==> src/rtl/vicPkg.sv <==
package vicPkg;
  localparam int ADDR_W = 6;
  localparam int SLOT_IDX_W = 4;

  localparam logic [ADDR_W-1:0] A_RAW   = 6'd0;
  localparam logic [ADDR_W-1:0] A_EN    = 6'd1;
  localparam logic [ADDR_W-1:0] A_CLS   = 6'd2;
  localparam logic [ADDR_W-1:0] A_FSTAT = 6'd3;
  localparam logic [ADDR_W-1:0] A_ISTAT = 6'd4;
  localparam logic [ADDR_W-1:0] A_VEC   = 6'd5;
  localparam logic [ADDR_W-1:0] A_DEF   = 6'd6;

  typedef enum logic [3:0] {
    SEL_NONE, SEL_RAW, SEL_EN, SEL_CLS, SEL_FSTAT, SEL_ISTAT,
    SEL_VEC, SEL_DEF, SEL_SLOTCTL, SEL_SLOTADR
  } rdSel_e;

  typedef struct packed {
    logic wrEnable;
    logic wrClass;
    logic wrDefault;
    logic wrSlotCtl;
    logic wrSlotAdr;
    logic [SLOT_IDX_W-1:0] slotIdx;
    logic takeVector;
    logic ackVector;
    rdSel_e rdSel;
  } vicStrobe_t;
endpackage

==> src/rtl/vicCtrl.sv <==
module vicCtrl
  import vicPkg::*;
#(
  parameter int SLOTS = 16,
  localparam int SLOT_W = $clog2(SLOTS),
  localparam int LVL_W = $clog2(SLOTS + 1)
) (
  input  logic              clk,
  input  logic              rstN,
  input  logic [ADDR_W-1:0] busAddr,
  input  logic              busWe,
  input  logic              busRe,
  input  logic              winnerValid,
  input  logic [SLOT_W-1:0] winnerIdx,
  output vicStrobe_t        strobe,
  output logic              serviceActive,
  output logic [LVL_W-1:0]  servedLevel
);
  logic inSlotRange;
  assign inSlotRange = int'(busAddr[SLOT_IDX_W-1:0]) < SLOTS;

  always_comb begin
    strobe = '0;
    strobe.rdSel = SEL_NONE;
    strobe.slotIdx = busAddr[SLOT_IDX_W-1:0];
    unique case (busAddr)
      A_RAW:   strobe.rdSel = SEL_RAW;
      A_EN:    begin strobe.rdSel = SEL_EN;  strobe.wrEnable = busWe; end
      A_CLS:   begin strobe.rdSel = SEL_CLS; strobe.wrClass = busWe; end
      A_FSTAT: strobe.rdSel = SEL_FSTAT;
      A_ISTAT: strobe.rdSel = SEL_ISTAT;
      A_VEC: begin
        strobe.rdSel = SEL_VEC;
        strobe.ackVector = busWe;
        strobe.takeVector = busRe && !busWe && !serviceActive;
      end
      A_DEF:   begin strobe.rdSel = SEL_DEF; strobe.wrDefault = busWe; end
      default: begin
        if (busAddr[5:4] == 2'b01 && inSlotRange) begin
          strobe.rdSel = SEL_SLOTCTL;
          strobe.wrSlotCtl = busWe;
        end else if (busAddr[5:4] == 2'b10 && inSlotRange) begin
          strobe.rdSel = SEL_SLOTADR;
          strobe.wrSlotAdr = busWe;
        end
      end
    endcase
  end

  always_ff @(posedge clk or negedge rstN) begin
    if (!rstN) begin
      serviceActive <= 1'b0;
      servedLevel   <= '0;
    end else if (strobe.ackVector) begin
      serviceActive <= 1'b0;
    end else if (strobe.takeVector) begin
      serviceActive <= 1'b1;
      servedLevel   <= winnerValid ? LVL_W'(winnerIdx) : LVL_W'(SLOTS);
    end
  end
endmodule

==> src/rtl/vicDatapath.sv <==
module vicDatapath
  import vicPkg::*;
#(
  parameter int SRCS = 32,
  parameter int SLOTS = 16,
  parameter int DATA_W = 32,
  localparam int SRC_W = $clog2(SRCS),
  localparam int SLOT_W = $clog2(SLOTS),
  localparam int LVL_W = $clog2(SLOTS + 1)
) (
  input  logic              clk,
  input  logic              rstN,
  input  vicStrobe_t        strobe,
  input  logic [DATA_W-1:0] busWdata,
  output logic [DATA_W-1:0] busRdata,
  input  logic [SRCS-1:0]   irqLines,
  input  logic              serviceActive,
  input  logic [LVL_W-1:0]  servedLevel,
  output logic              winnerValid,
  output logic [SLOT_W-1:0] winnerIdx,
  output logic              fiqOut,
  output logic              irqOut
);
  logic [SRCS-1:0]   enReg, clsReg, fastAct, normAct;
  logic [DATA_W-1:0] defAddr, heldAddr, liveAddr;
  logic [SRC_W-1:0]  slotSrc [SLOTS];
  logic [DATA_W-1:0] slotAdr [SLOTS];
  logic [SLOTS-1:0]  slotOn, slotPend, preemptMask;

  always_ff @(posedge clk or negedge rstN) begin
    if (!rstN) begin
      enReg    <= '0;
      clsReg   <= '0;
      defAddr  <= '0;
      heldAddr <= '0;
    end else begin
      if (strobe.wrEnable)   enReg   <= busWdata[SRCS-1:0];
      if (strobe.wrClass)    clsReg  <= busWdata[SRCS-1:0];
      if (strobe.wrDefault)  defAddr <= busWdata;
      if (strobe.takeVector) heldAddr <= liveAddr;
    end
  end

  assign fastAct = irqLines & enReg & clsReg;
  assign normAct = irqLines & enReg & ~clsReg;

  for (genvar s = 0; s < SLOTS; s++) begin : g_slot
    always_ff @(posedge clk or negedge rstN) begin
      if (!rstN) begin
        slotSrc[s] <= '0;
        slotOn[s]  <= 1'b0;
        slotAdr[s] <= '0;
      end else begin
        if (strobe.wrSlotCtl && int'(strobe.slotIdx) == s) begin
          slotSrc[s] <= busWdata[SRC_W-1:0];
          slotOn[s]  <= busWdata[SRC_W];
        end
        if (strobe.wrSlotAdr && int'(strobe.slotIdx) == s)
          slotAdr[s] <= busWdata;
      end
    end
    assign slotPend[s]    = slotOn[s] & normAct[slotSrc[s]];
    assign preemptMask[s] = LVL_W'(s) < servedLevel;
  end

  always_comb begin
    winnerValid = 1'b0;
    winnerIdx   = '0;
    for (int s = SLOTS - 1; s >= 0; s--) begin
      if (slotPend[s]) begin
        winnerValid = 1'b1;
        winnerIdx   = SLOT_W'(s);
      end
    end
  end

  assign liveAddr = winnerValid ? slotAdr[winnerIdx] : defAddr;
  assign fiqOut   = |fastAct;
  assign irqOut   = serviceActive ? |(slotPend & preemptMask) : |normAct;

  logic [SLOT_W-1:0] rdSlot;
  assign rdSlot = strobe.slotIdx[SLOT_W-1:0];

  always_comb begin
    busRdata = '0;
    unique case (strobe.rdSel)
      SEL_RAW:     busRdata = DATA_W'(irqLines);
      SEL_EN:      busRdata = DATA_W'(enReg);
      SEL_CLS:     busRdata = DATA_W'(clsReg);
      SEL_FSTAT:   busRdata = DATA_W'(fastAct);
      SEL_ISTAT:   busRdata = DATA_W'(normAct);
      SEL_VEC:     busRdata = serviceActive ? heldAddr : liveAddr;
      SEL_DEF:     busRdata = defAddr;
      SEL_SLOTCTL: busRdata = DATA_W'({slotOn[rdSlot], slotSrc[rdSlot]});
      SEL_SLOTADR: busRdata = slotAdr[rdSlot];
      default:     busRdata = '0;
    endcase
  end
endmodule

==> src/rtl/vicTop.sv <==
module vicTop
  import vicPkg::*;
#(
  parameter int SRCS = 32,
  parameter int SLOTS = 16,
  parameter int DATA_W = 32,
  localparam int SLOT_W = $clog2(SLOTS),
  localparam int LVL_W = $clog2(SLOTS + 1)
) (
  input  logic              clk,
  input  logic              rstN,
  input  logic [ADDR_W-1:0] busAddr,
  input  logic              busWe,
  input  logic              busRe,
  input  logic [DATA_W-1:0] busWdata,
  output logic [DATA_W-1:0] busRdata,
  input  logic [SRCS-1:0]   irqLines,
  output logic              fiqOut,
  output logic              irqOut
);
  vicStrobe_t        strobe;
  logic              serviceActive, winnerValid;
  logic [LVL_W-1:0]  servedLevel;
  logic [SLOT_W-1:0] winnerIdx;

  vicCtrl #(.SLOTS(SLOTS)) u_ctrl (
    .clk(clk), .rstN(rstN), .busAddr(busAddr), .busWe(busWe), .busRe(busRe),
    .winnerValid(winnerValid), .winnerIdx(winnerIdx), .strobe(strobe),
    .serviceActive(serviceActive), .servedLevel(servedLevel)
  );

  vicDatapath #(.SRCS(SRCS), .SLOTS(SLOTS), .DATA_W(DATA_W)) u_dp (
    .clk(clk), .rstN(rstN), .strobe(strobe), .busWdata(busWdata),
    .busRdata(busRdata), .irqLines(irqLines), .serviceActive(serviceActive),
    .servedLevel(servedLevel), .winnerValid(winnerValid), .winnerIdx(winnerIdx),
    .fiqOut(fiqOut), .irqOut(irqOut)
  );
endmodule

==> config.mk <==
export PLATFORM = sky130hd
export DESIGN_NAME = vicTop
export DESIGN_NICKNAME = d
export VERILOG_FILES = /design/src/rtl/vicPkg.sv /design/src/rtl/vicCtrl.sv /design/src/rtl/vicDatapath.sv /design/src/rtl/vicTop.sv
export SDC_FILE = /design/constraint.sdc
export NUM_CORES = 2
export LEC_CHECK = 0
export BUFFER_PORTS_ARGS = -buffer_cell sky130_fd_sc_hd__buf_2
export CORE_MARGIN = 2
export CORE_UTILIZATION = 28
export CTS_CLUSTER_SIZE = 8
export DETAILED_ROUTE_END_ITERATION = 7
export PLACE_DENSITY = 0.38
export SKIP_LAST_GASP = 1
export SYNTH_ARGS = -nofsm -noshare
export SYNTH_HDL_FRONTEND = slang
export SYNTH_HIERARCHICAL = 1
export SYNTH_SLANG_ARGS = --single-unit
export TNS_END_PERCENT = 20
==> constraint.sdc <==
create_clock -name clk -period 6.4 [get_ports clk]
set_input_delay 0.64 -clock clk [delete_from_list [all_inputs] [get_ports clk]]
set_output_delay 0.64 -clock clk [all_outputs]
set_load 0.01 [all_outputs]
==> impl_metrics.csv <==
group,metric,value,unit
worst_setup_path,ff_to_ff_end,"u_dp/heldAddr[26]",
grt,grt.overflow.total,0,
sta,finalHoldViolCount,0,
detailed_routing,uppermost_routed_layer,"met5",
worst_setup_path,worst_case_register_to_register_setup_slack,1.56,ns
sta,slew-limit-headroom,0.0317,
worst_setup_path,critical-path-top-cell-by-count,"sky130_fd_sc_hd__buf_4",
synthesis,synth_cell_types,96,
grt,grt_pass1_wl,294000,um
final_layout,fraction_of_layout_instances_using_a_drive_strength_above_1,0.413,
synthesis,synth.top_cell.area_share,0.410,
placed_design,dp_hpwl,140000,um
sta,setup_violations,0,
clock_tree,cts_made_buffers,106,
power_and_ir_drop,pwr_density_cell,343,mW/mm^2
detailed_routing,drt_wl_total,210000,um
synthesis,commonest_register_cell_after_synthesis,"sky130_fd_sc_hd__dfrtp_1",
worst_setup_path,setup.worst_path.class,"flip-flop to output port",
detailed_routing,met3_length,11500,um
synthesis,ys.warnings.count,6,
power_and_ir_drop,p_seq_frac,0.323,
sta,setup_repair_after_global_routing_missed_its_margin,"yes",
power_and_ir_drop,total_power,18.4,mW
power_and_ir_drop,comb_power_share,0.391,
grt,grt_pass1_vias,35700,
placed_design,gpl.final_weighted_congestion,0.941,
worst_setup_path,crit_arrival,5.66,ns
clock_tree,ctsRootBufferMaster,"sky130_fd_sc_hd__clkbuf_16",
worst_setup_path,worstReg2RegStart,"u_dp/clsReg[27]",
worst_setup_path,worst_path_largest_cell_delay,0.52,ns
placed_design,pre_cts_slack,0.0167,ns
sta,worst_clock_skew,0.0768,ns
floorplanning,die_w,406,um
hold_path,min_path_type,"input pin to flip-flop",
synthesis,synth_largest_area_cell,"sky130_fd_sc_hd__dfrtp_1",
clock_tree,tritoncts,"yes",
grt,global_route_usage_sum,0.251,
flow_run,maxCapViolations,0,
synthesis,yosys_register_bits,742,
clock_tree,clock-sinks,742,
detailed_routing,post_detailed_route_via_to_cell_ratio,5.82,
sta,worst-slew-pin-transition,1.44,ns
final_layout,layout.core_utilization,0.335,
worst_setup_path,path_cells,"and3b_1 > mux4_2 > or3_1 > a31o_2 > o311ai_2 > nand2_1 > a311oi_2 > buf_4 > o31a_2 > inv_8 > buf_4 > buf_12 > mux2i_4 > mux2i_4 > o21ai_0 > o31ai_2 > buf_4 > a311o_1 > buf_2",
worst_setup_path,timing.critical_path.from_type,"flip-flop",
synthesis,ys_async_sr_fraction,1.00,
final_layout,layout.nets,4093,
clock_tree,worst_setup_hold_path_clk_slew,0.06,ns
placed_design,dpl.cell_count,6039,
detailed_routing,wl_per_cell,33.9,um
power_and_ir_drop,vdd_drop_max,0.000247,V
sta,final_worst_slack,0.0976,ns
worst_setup_path,crit_path_top_delay_cell,"sky130_fd_sc_hd__mux4_2",
synthesis,synth_edf_count,0,
detailed_routing,detailedRoute.firstIterationViolations,3402,
power_and_ir_drop,clockPowerShare,0.286,
floorplanning,dieArea,0.165,mm^2
hold_path,hold_path_end,"u_ctrl/servedLevel[4]",
floorplanning,core_area,0.161,mm^2
floorplanning,die-height,406,um
floorplanning,starting_density,0.282,
synthesis,synth_area_leaders,"sky130_fd_sc_hd__dfrtp_1 (41%), sky130_fd_sc_hd__mux2_2 (17%), sky130_fd_sc_hd__mux4_2 (13%)",
power_and_ir_drop,switching_share,0.378,
power_and_ir_drop,switchingPower,6.98,mW
grt,grt_antenna_before_repair,22,
clock_tree,insertion_delay,0.77,ns
clock_tree,cts_max_path_buffers,3,
final_layout,area.growth.synth_to_final,18.7,%
sta,finalWorstPathRequiredPeriod,6.30,ns
worst_setup_path,cp_data_required_time,5.76,ns
detailed_routing,detail_route.wirelength.met1,93400,um
detailed_routing,met2RoutedLength,97900,um
floorplanning,boundaryPins,108,
power_and_ir_drop,p_int,11.5,mW
placed_design,input_output_buffers,107,
status,outcome,"complete, no violations",
power_and_ir_drop,power.leakage,22.9,nW
synthesis,synth_sequential_area_ratio,0.410,
worst_setup_path,crit_path_end_kind,"output port",
detailed_routing,drt-pass1-iter-count,5,
clock_tree,cts_htree_levels,3,
sta,max_freq,0.159,GHz
sta,hold-worst-slack,0.291,ns
final_layout,stdcell_count,6200,
worst_setup_path,reg2reg_depth,21,
sta,slew_limit_fails,0,
synthesis,synth_cells,3845,
grt,pin_count_of_the_biggest_net_entering_global_routing,163,
sta,period_share,0.985,
synthesis,synth.net_count,3923,
detailed_routing,drt_antenna_net_count,0,
hold_path,hp-start,"busRe",
detailed_routing,drt_drc_violations_left,0,
hold_path,worst_hold_path.num_cells,3,
worst_setup_path,worst-path-max-fanout,18,
synthesis,post_synthesis_average_cell_area,11.8,um^2
floorplanning,placement_rows,147,
detailed_routing,route.vias.total,36100,
synthesis,synth.cell_area,0.0453,mm^2
==> routing by layer <==
| metal | GRT usage | vias up |
|---|---|---|
| met5 | 0 | - |
| met4 | 0.0791 | 8 |
| met3 | 0.0400 | 366 |
| met2 | 0.402 | 1274 |
| met1 | 0.347 | 19400 |
| li1 | - | 15100 |
==> power by group through the flow <==
stage	clock network [mW]	registers, mW	logic (mW)
6_report	5.28	5.96	7.21
5_1_grt	5.61	6.03	7.60
4_1_cts	5.44	5.94	6.95
3_5_place_dp	0	6.01	6.89
3_3_place_gp	0	6.02	6.88
2_1_floorplan	0	5.63	3.87
==> cell usage after synthesis (all sizes together), types with 26 or more instances <==
library cell and n:
dfrtp 742, mux2 706, clkbuf 272, mux4 270
nand2 202, o21ai 195, mux2i 192, nand3 191
nor2 131, buf 126, a22oi 94, a21oi 88
inv 51, nand3b 47, a211oi 38, a32oi 33
and3 32, a221oi 27, o211a 27, nand4 26
o2bb2ai 26
==> how the worst max path moves through the flow <==
stage               slack, ns           end  depth (start not counted)             from
finish                    0.1   busRdata[2]                         19    u_dp/enReg[2]
global route            -0.06   busRdata[1]                         20  u_dp/clsReg[25]
CTS                     -0.03   busRdata[1]                         19    u_dp/enReg[8]
detailed placement       0.02  busRdata[25]                         22     irqLines[25]
global placement         0.03  busRdata[28]                         23     irqLines[25]
floorplan                1.60   busRdata[3]                         17     irqLines[12]
==> repair_timing <==
action | 4_1_cts | 5_1_grt
hold buffers | 1 | 0
cloned | 0 | 1
resized for setup | 17 | 65
hold endpoints to repair | 61 | 0
buffers inserted | 5 | 22
pin swaps | 3 | 15
setup endpoints to repair | 32 | 32
==> state kept, by name (all words and copies together) (netlist names) <==
register,flops
u_ctrl/servedLevel,5
u_ctrl/serviceActive,1
u_dp/clsReg,32
u_dp/defAddr,32
u_dp/enReg,32
u_dp/heldAddr,32
u_dp/slotAdr,512
u_dp/slotOn,16
u_dp/slotSrc,80
==> layout by cell type (no fill, tap or decap), drive strengths merged, types with 94 or more instances in the layout <==
master / instances
dfrtp: 742
mux2: 706
buf: 457
mux4: 270
nand2: 202
o21ai: 195
mux2i: 192
nand3: 191
nor2: 131
clkbuf: 118
a22oi: 94
==> per-stage QoR <==
| stage | area (um^2) | setup TNS, ns |
|---|---|---|
| global placement | 50300 | 0 |
| global route | 53800 | -0.170 |
| floorplan | 45300 | 0 |
| CTS | 53400 | -0.0289 |
| finish | 53800 | 0 |
| detailed placement | 50300 | 0 |
==> layout make-up <==
type / instances / area, um^2
fill: 16100 / 107000
multi-input combinational: 2652 / 25400
sequential: 742 / 18600
timing repair buffer: 460 / 3950
clock buffer: 116 / 2720
tap: 2160 / 2700
inverter: 53 / 214
clock inverter: 13 / 201
antenna: 4 / 10.0
==> cells by family (layout without fill, tap and decap cells) <==
| kind of cell | Yosys count | count (layout) | share of synthesized area |
|---|---|---|---|
| AO/OA/AOI/OAI | 693 | 693 | 0.106 |
| XOR/XNOR | 2 | 2 | 0.000387 |
| adder cells (fa/ha/maj) | 5 | 5 | 0.00132 |
| buffers and inverters | 451 | 642 | 0.0397 |
| flip-flops | 742 | 742 | 0.410 |
| multiplexers | 1168 | 1168 | 0.352 |
| other | 0 | 4 | 0 |
| AND/OR/NAND/NOR | 784 | 784 | 0.0908 |
==> worst max-delay path: cells and delay by family, from the launching register on <==
family                 cells  cell delay (ns)
buffers and inverters      6             0.90
AND/OR/NAND/NOR            3             0.99
AO/OA/AOI/OAI              7             1.71
flip-flops                 1             0.46
multiplexers               3             0.85
(Power assumes the default switching activity.)
